==> src/rtl/cc_pkg.sv <==
package cc_pkg;

  typedef enum logic [1:0] {
    LS_INV = 2'b00,
    LS_SHR = 2'b01,
    LS_EXC = 2'b10
  } line_st_t;

  localparam logic [1:0] OP_NONE  = 2'b00;
  localparam logic [1:0] OP_GETS  = 2'b01;
  localparam logic [1:0] OP_GETX  = 2'b10;
  localparam logic [1:0] OP_STORE = 2'b11;

  localparam logic [1:0] MSG_GNT_S = 2'b01;
  localparam logic [1:0] MSG_GNT_X = 2'b10;
  localparam logic [1:0] MSG_INV   = 2'b11;

endpackage

==> src/rtl/cc_slot.sv <==
module cc_slot #(
  parameter int W = 8
) (
  input  logic         clk,
  input  logic         rst,
  input  logic         load,
  input  logic         take,
  input  logic [W-1:0] din,
  output logic         valid,
  output logic [W-1:0] dout
);

  always_ff @(posedge clk) begin
    if (rst) begin
      valid <= 1'b0;
      dout  <= '0;
    end else if (load) begin
      valid <= 1'b1;
      dout  <= din;
    end else if (take) begin
      valid <= 1'b0;
    end
  end

  AST_SLOT_HOLD: assert property (@(posedge clk) disable iff (rst)
    (valid && !take) |=> (valid && $stable(dout)));

  AST_SLOT_NO_OVERWRITE: assert property (@(posedge clk) disable iff (rst)
    load |-> !valid);

endmodule

==> src/rtl/cc_line.sv <==
module cc_line
  import cc_pkg::*;
#(
  parameter int DATA_W = 8
) (
  input  logic              clk,
  input  logic              rst,
  input  logic              gnt_s,
  input  logic              gnt_x,
  input  logic              inv,
  input  logic              store,
  input  logic [DATA_W-1:0] gnt_data,
  input  logic [DATA_W-1:0] st_data,
  output line_st_t          state,
  output logic [DATA_W-1:0] data
);

  always_ff @(posedge clk) begin
    if (rst) begin
      state <= LS_INV;
      data  <= '0;
    end else if (inv) begin
      state <= LS_INV;
      data  <= '0;
    end else if (gnt_s) begin
      state <= LS_SHR;
      data  <= gnt_data;
    end else if (gnt_x) begin
      state <= LS_EXC;
      data  <= gnt_data;
    end else if (store) begin
      data  <= st_data;
    end
  end

  AST_STATE_LEGAL: assert property (@(posedge clk) disable iff (rst)
    state != 2'b11);

  AST_INV_CLEARS: assert property (@(posedge clk) disable iff (rst)
    inv |=> (state == LS_INV && data == '0));

  AST_STORE_ONLY_EXCL: assert property (@(posedge clk) disable iff (rst)
    store |-> state == LS_EXC);

  AST_INVALID_ZERO: assert property (@(posedge clk) disable iff (rst)
    (state == LS_INV) |-> (data == '0));

endmodule

==> src/rtl/cc_node_ctrl.sv <==
module cc_node_ctrl
  import cc_pkg::*;
#(
  parameter int DATA_W = 8
) (
  input  logic              clk,
  input  logic              rst,
  input  logic              cpu_valid,
  input  logic [1:0]        cpu_op,
  input  logic [DATA_W-1:0] cpu_wdata,
  output logic              cpu_ready,
  output logic              req_valid,
  output logic              req_excl,
  input  logic              req_take,
  input  logic              dn_valid,
  input  logic [1:0]        dn_kind,
  input  logic [DATA_W-1:0] dn_data,
  output logic              dn_take,
  output logic              ack_valid,
  output logic              ack_has_data,
  output logic [DATA_W-1:0] ack_data,
  input  logic              ack_take,
  output logic [1:0]        line_state,
  output logic [DATA_W-1:0] line_data,
  output logic              line_data_valid
);

  localparam int ACK_W = DATA_W + 1;

  line_st_t          st;
  logic              is_gs, is_gx, is_inv, inv_ok;
  logic              op_en, accept, req_load, st_apply;
  logic [ACK_W-1:0]  ack_din, ack_dout;
  logic              was_excl;

  // inbound message decode: grants always taken, invalidation needs a free ack slot
  always_comb begin
    is_gs   = dn_valid && (dn_kind == MSG_GNT_S);
    is_gx   = dn_valid && (dn_kind == MSG_GNT_X);
    is_inv  = dn_valid && (dn_kind == MSG_INV);
    inv_ok  = is_inv && !ack_valid;
    dn_take = is_gs || is_gx || inv_ok;
  end

  // processor command enable; inbound traffic has priority
  always_comb begin
    unique case (cpu_op)
      OP_GETS:  op_en = (st == LS_INV) && !req_valid;
      OP_GETX:  op_en = (st != LS_EXC) && !req_valid;
      OP_STORE: op_en = (st == LS_EXC);
      default:  op_en = 1'b0;
    endcase
    cpu_ready = op_en && !dn_take;
    accept    = cpu_valid && cpu_ready;
    req_load  = accept && (cpu_op == OP_GETS || cpu_op == OP_GETX);
    st_apply  = accept && (cpu_op == OP_STORE);
  end

  always_comb begin
    was_excl = (st == LS_EXC);
    ack_din  = {was_excl, (was_excl ? line_data : {DATA_W{1'b0}})};
  end

  cc_slot #(.W(1)) u_req_slot (
    .clk   (clk),
    .rst   (rst),
    .load  (req_load),
    .take  (req_take),
    .din   (cpu_op == OP_GETX),
    .valid (req_valid),
    .dout  (req_excl)
  );

  cc_slot #(.W(ACK_W)) u_ack_slot (
    .clk   (clk),
    .rst   (rst),
    .load  (inv_ok),
    .take  (ack_take),
    .din   (ack_din),
    .valid (ack_valid),
    .dout  (ack_dout)
  );

  assign ack_has_data = ack_dout[ACK_W-1];
  assign ack_data     = ack_dout[DATA_W-1:0];

  cc_line #(.DATA_W(DATA_W)) u_line (
    .clk      (clk),
    .rst      (rst),
    .gnt_s    (is_gs),
    .gnt_x    (is_gx),
    .inv      (inv_ok),
    .store    (st_apply),
    .gnt_data (dn_data),
    .st_data  (cpu_wdata),
    .state    (st),
    .data     (line_data)
  );

  assign line_state      = st;
  assign line_data_valid = (st != LS_INV);

  AST_INV_WAITS: assert property (@(posedge clk) disable iff (rst)
    (is_inv && ack_valid) |-> !dn_take);

  AST_BUSY_NO_REQ: assert property (@(posedge clk) disable iff (rst)
    (cpu_valid && !cpu_ready && !req_valid) |=> !req_valid);

  AST_REQ_KIND: assert property (@(posedge clk) disable iff (rst)
    (req_load && cpu_op == OP_GETS) |=> (req_valid && !req_excl));

  AST_SHARED_ONLY_FROM_INV: assert property (@(posedge clk) disable iff (rst)
    (req_load && cpu_op == OP_GETS) |-> line_state == 2'b00);

  AST_XREQ_NOT_OWNED: assert property (@(posedge clk) disable iff (rst)
    req_load |-> line_state != 2'b10);

endmodule

==> config.mk <==
export PLATFORM = sky130hd
export DESIGN_NAME = cc_node_ctrl
export DESIGN_NICKNAME = d
export VERILOG_FILES = /design/src/rtl/cc_pkg.sv /design/src/rtl/cc_slot.sv /design/src/rtl/cc_line.sv /design/src/rtl/cc_node_ctrl.sv
export SDC_FILE = /design/constraint.sdc
export NUM_CORES = 1
export LEC_CHECK = 0
export BUFFER_PORTS_ARGS = -buffer_cell sky130_fd_sc_hd__buf_2
export CORE_MARGIN = 2
export CORE_UTILIZATION = 50
export CTS_CLUSTER_SIZE = 28
export DETAILED_ROUTE_END_ITERATION = 7
export GPL_TIMING_DRIVEN = 0
export HOLD_SLACK_MARGIN = 0.08
export PLACE_DENSITY = 0.82
export SLEW_MARGIN = 20
export SYNTH_ARGS = -nofsm -noshare
export SYNTH_HDL_FRONTEND = slang
export SYNTH_HIERARCHICAL = 1
export SYNTH_SLANG_ARGS = --single-unit
==> constraint.sdc <==
create_clock -name clk -period 3.6 [get_ports clk]
set_clock_uncertainty 0.15 [all_clocks]
set_input_delay 0.72 -clock clk [delete_from_list [all_inputs] [get_ports clk]]
set_output_delay 0.72 -clock clk [all_outputs]
set_load 0.005 [all_outputs]
* After elaboration in Yosys (flattened, before gate mapping)
Index checks and enable logic that the tools add are counted.
** Word-level totals
- Bits in registers :: 22
- Output and inout port bits :: 25
- Bits of input ports :: 26
- Word-level logic and storage cells :: 50
** Cells by class
- Reductions and logical operators :: 24
- Eq/ne operators :: 8
- Muxes and demuxes :: 11
** Operators by type and width (count)
- 8-bit two-way mux :: 4
- 2-bit == test, second input constant :: 5
- 1-bit logical AND :: 10
- 2-bit nonzero test :: 4
- 1-bit two-way mux :: 6
- 2-bit by 1-bit == test with 1-bit output, second input constant :: 2
- 1-bit logical NOT :: 3
- 1-bit logical OR :: 3
- 1-bit case mux with 3 select lines :: 1
- 3-bit nonzero test :: 1
- 3-bit OR reduction :: 1
- 2-bit logical NOT :: 1
- 2-bit inequality test, second input constant :: 1
- 2-bit OR reduction :: 1

* Logic depth before layout (Yosys ltp)
- Depth after elaboration :: 11
- Depth in mapped cells :: 8
- Gate-level depth less buffers :: 7

* By module
Netlist, hierarchy kept.
** By module, submodules not included
- cc_line :: times used 1, cells an instance 45, sequential area each 200.2 um^2, area an instance 509.2 um^2
- cc_slot at u_ack_slot :: times used 1, cells an instance 33, sequential area each 200.2 um^2, area an instance 355.3 um^2
- cc_node_ctrl :: times used 1, cells an instance 35, sequential area each 0.0 um^2, area an instance 226.5 um^2
- cc_slot at u_req_slot :: times used 1, cells an instance 7, sequential area each 40.0 um^2, area an instance 68.8 um^2

* Worst setup path before layout
OpenSTA, ideal clock, no wires.
- Kind :: input -> output
- Start point :: in cpu_op[0]
- End point :: out cpu_ready
- Buffers on the path :: 0
- Required time :: 2.730 ns
- Data arrival time :: 1.450 ns
- Slack :: 1.280 ns
- Stages :: 5
- Path through :: inv_1 -> ha_1 -> nor2b_1 -> o21bai_1 -> a21oi_1
** Between the ends
- Word-level cells in the longest chain between the ends :: 3
- Elaborated cells between the ends (all ways) :: 5
- Classes of those cells :: 3 x eq/ne; 1 x mux; 1 x reduce/logical
** RTL lines
- from (decl) :: line cc_node_ctrl.sv:9 : input logic [1:0] cpu_op,
- 2-bit == test or 2-bit by 1-bit == test with 1-bit output (tied branches) :: line cc_node_ctrl.sv:47 : unique case (cpu_op)
- 1-bit case mux with 3 select lines (*) :: line cc_node_ctrl.sv:47
- 1-bit logical AND (*) :: line cc_node_ctrl.sv:53 : cpu_ready = op_en && !dn_take;
- to (decl) :: line cc_node_ctrl.sv:11 : output logic cpu_ready,
Mark *: on every way between the ends. The rest lies on a longest branch, timed or not.

* Final worst setup path
Ends and elaborated chain as after synthesis.

==> impl_metrics.env <==
export IMPL_cts_hold_buffers=0
export IMPL_die_y_um=52.2
export IMPL_grt_max_degree=14
export IMPL_worstSetupStartpointType="primary input"
export IMPL_final_common_cell="buf_2"
export IMPL_postPlaceCellArea_um2=1450
export IMPL_seqCellArea_um2=440
export IMPL_placedCellCount=198
export IMPL_hold_class="reg2reg"
export IMPL_drt_vias_per_instance=5.24
export IMPL_clk_latency_ps=300
export IMPL_synth_seq_cells=22
export IMPL_crit_chain="buf_2 > inv_1 > ha_1 > nor2b_1 > o21bai_1 > a21oi_1 > buf_2"
export IMPL_arrival_ps=1810
export IMPL_dr_pass1_iters=4
export IMPL_final_fill_count=186
export IMPL_rsz0062_at_grt="false"
export IMPL_end_kind="output pin"
export IMPL_dieArea_um2=2720
export IMPL_cts_resized=0
export IMPL_area_growth_pct=29.1
export IMPL_multi_input_area_um2=632
export IMPL_cp_common_cell="buf_2"
export IMPL_io_buffers=50
export IMPL_cts_sinks=22
export IMPL_track_usage=0.219
export IMPL_crit_family="compound AO/OA/AOI/OAI gates"
export IMPL_num_vias=1059
export IMPL_yosysSeqAreaShare=0.380
export IMPL_p_leak_nw=0.734
export IMPL_max_freq_mhz=374
export IMPL_drc=0
export IMPL_core_area_um2=2210
export IMPL_timing_final_crit_share=0.744
export IMPL_status="finished, final reports clean"
export IMPL_drive_above_1_share=0.374
export IMPL_fin_cells=202
export IMPL_crit_slowest_cell="ha_1"
export IMPL_min_period_ps=2680
export IMPL_path_class="in2out"
export IMPL_antenna_found_initial=0
export IMPL_pwr_density_cell_nw_per_um2=358
export IMPL_post_cts_setup_buffers=0
export IMPL_vdd_drop_max_mv=0.284
export IMPL_dieWidth_um=52.2
export IMPL_cts_made_buffers=3
export IMPL_ctsLongestPathBuffers=2
export IMPL_nNetsFinal=204
export IMPL_routabilityCongestion=0.664
export IMPL_tightestPinTransition_ps=669
export IMPL_hold_violations=0
export IMPL_maxSlewHeadroom=0.553
export IMPL_maxCapViolCount=0
export IMPL_synthesis_area_um2=1160
export IMPL_setup_viol_count_final=0
export IMPL_htreeDepth=1
export IMPL_post_dp_hpwl_mm=2.15
export IMPL_synth_cell_types=28
export IMPL_ios=51
export IMPL_maxSlewViolCount=0
export IMPL_wl_per_cell_um=14.1
export IMPL_mostFrequentLayoutCells="buf_2 (50), dfxtp_1 (22), mux2i_1 (18), nor2_1 (14), and2_1 (8)"
export IMPL_routed_wl_mm=2.84
export IMPL_grt_overflow_total=0
export IMPL_yosysWarnings=6
export IMPL_drtIter0Drc=24
export IMPL_avgSynthCellArea_um2=9.67
export IMPL_tns_ps=0
export IMPL_synth_nets=149
export IMPL_synthCells=120
export IMPL_clockRootBuffer="clkbuf_4"
export IMPL_ant_nets=0
export IMPL_max_stage_delay_ps=300
export IMPL_whs_ps=360
export IMPL_worstPathRequired_ps=2730
export IMPL_diodes=0
export IMPL_crit_buf_inv=3
export IMPL_critical_path_peak_fanout=3
export IMPL_clk_pin_slew_worst_paths_ps=120
export IMPL_rows=17
export IMPL_grt_pass1_wl_mm=4.44
export IMPL_final_cell_area_um2=1500
export IMPL_start_util=0.524
export IMPL_first_global_vias=972
export IMPL_cts_tree="built"
## path summary, 6_finish.rpt
check	startpoint	endpoint	slack, ps	cells after the start
setup / recovery	cpu_op[0]	cpu_ready	920	7
hold / removal	u_ack_slot/dout[4]$_SDFFE_PP0P_	u_ack_slot/dout[4]$_SDFFE_PP0P_	360	2
setup reg to reg	u_req_slot/valid$_SDFFE_PP0P_	u_line/data[0]$_SDFFE_PP0P_	1710	6
hold reg to reg	u_ack_slot/dout[4]$_SDFFE_PP0P_	u_ack_slot/dout[4]$_SDFFE_PP0P_	360	2
## tightest hold or removal path: cells and delay by family, from the launching register on
kind             cells  cell delay [ps]
multiplexers         1               70
AND/OR/NAND/NOR      1               70
flip-flops           1              350
## through the flow
stage / util / worst slack, ps / total power, mW
5_1_grt: 0.677 / 848 / 0.559
4_1_cts: 0.677 / 922 / 0.538
6_report: 0.677 / 923 / 0.536
3_3_place_gp: 0.653 / 1030 / 0.347
3_5_place_dp: 0.653 / 910 / 0.352
2_1_floorplan: - / 1280 / 0.314
## final cells by class
type,instances,share of cell area
Tap cell,28,0.0234
Inverter,6,0.0150
Multi-Input combinational cell,85,0.422
Timing Repair Buffer,50,0.167
Clock buffer,3,0.0150
Sequential cell,22,0.294
Clock inverter,1,0.0201
Buffer,7,0.0434
## cell usage after synthesis, drive strengths merged
library cell	n	area, µm²
and2	8	50.1
o21ba	8	80.1
or2	2	12.5
nor3	1	5.00
or3b	1	8.76
nor2	14	52.6
dfxtp	22	440
inv	6	22.5
o21bai	1	7.51
nor2b	2	12.5
nand2	2	7.51
and3b	2	17.5
and3	1	6.26
mux2i	18	180
a21oi	5	25.0
buf	5	56.3
a211oi	9	77.6
nor3b	1	7.51
o211ai	2	15.0
clkbuf	2	8.75
nand2b	3	18.8
ha	3	37.5
nand3	1	5.00
o21ai	1	5.00
## metal layers
| layer | vias up | GRT usage | share of wire |
|---|---|---|---|
| li1 | 519 | - | - |
| met1 | 494 | 0.302 | 0.45 |
| met2 | 46 | 0.348 | 0.48 |
| met3 | 0 | 0.0489 | 0.073 |
| met4 | 0 | 0.0513 | 0 |
| met5 | - | 0 | 0 |
## flip-flops by register name, summed over array words and instances, names as in the netlist
name              cells
u_req_slot/valid      1
u_req_slot/dout       1
u_line/state          2
u_ack_slot/valid      1
u_ack_slot/dout       9
u_line/data           8
## power by group
| group | total, mW | internal [mW] | switching [mW] |
|---|---|---|---|
| Sequential | 0.260 | 0.253 | 0.00708 |
| Clock | 0.189 | 0.112 | 0.0761 |
| Combinational | 0.0873 | 0.0447 | 0.0426 |
## cell families after synthesis
group	count (synthesis)	share of synthesized area
buffers and inverters	13	0.0755
AOI/OAI and AO/OA	26	0.181
DFF	22	0.380
and+or+nand+nor	38	0.176
adders and majority gates	3	0.0324
muxes	18	0.155
Note: power is estimated with default switching activity, not from simulation.
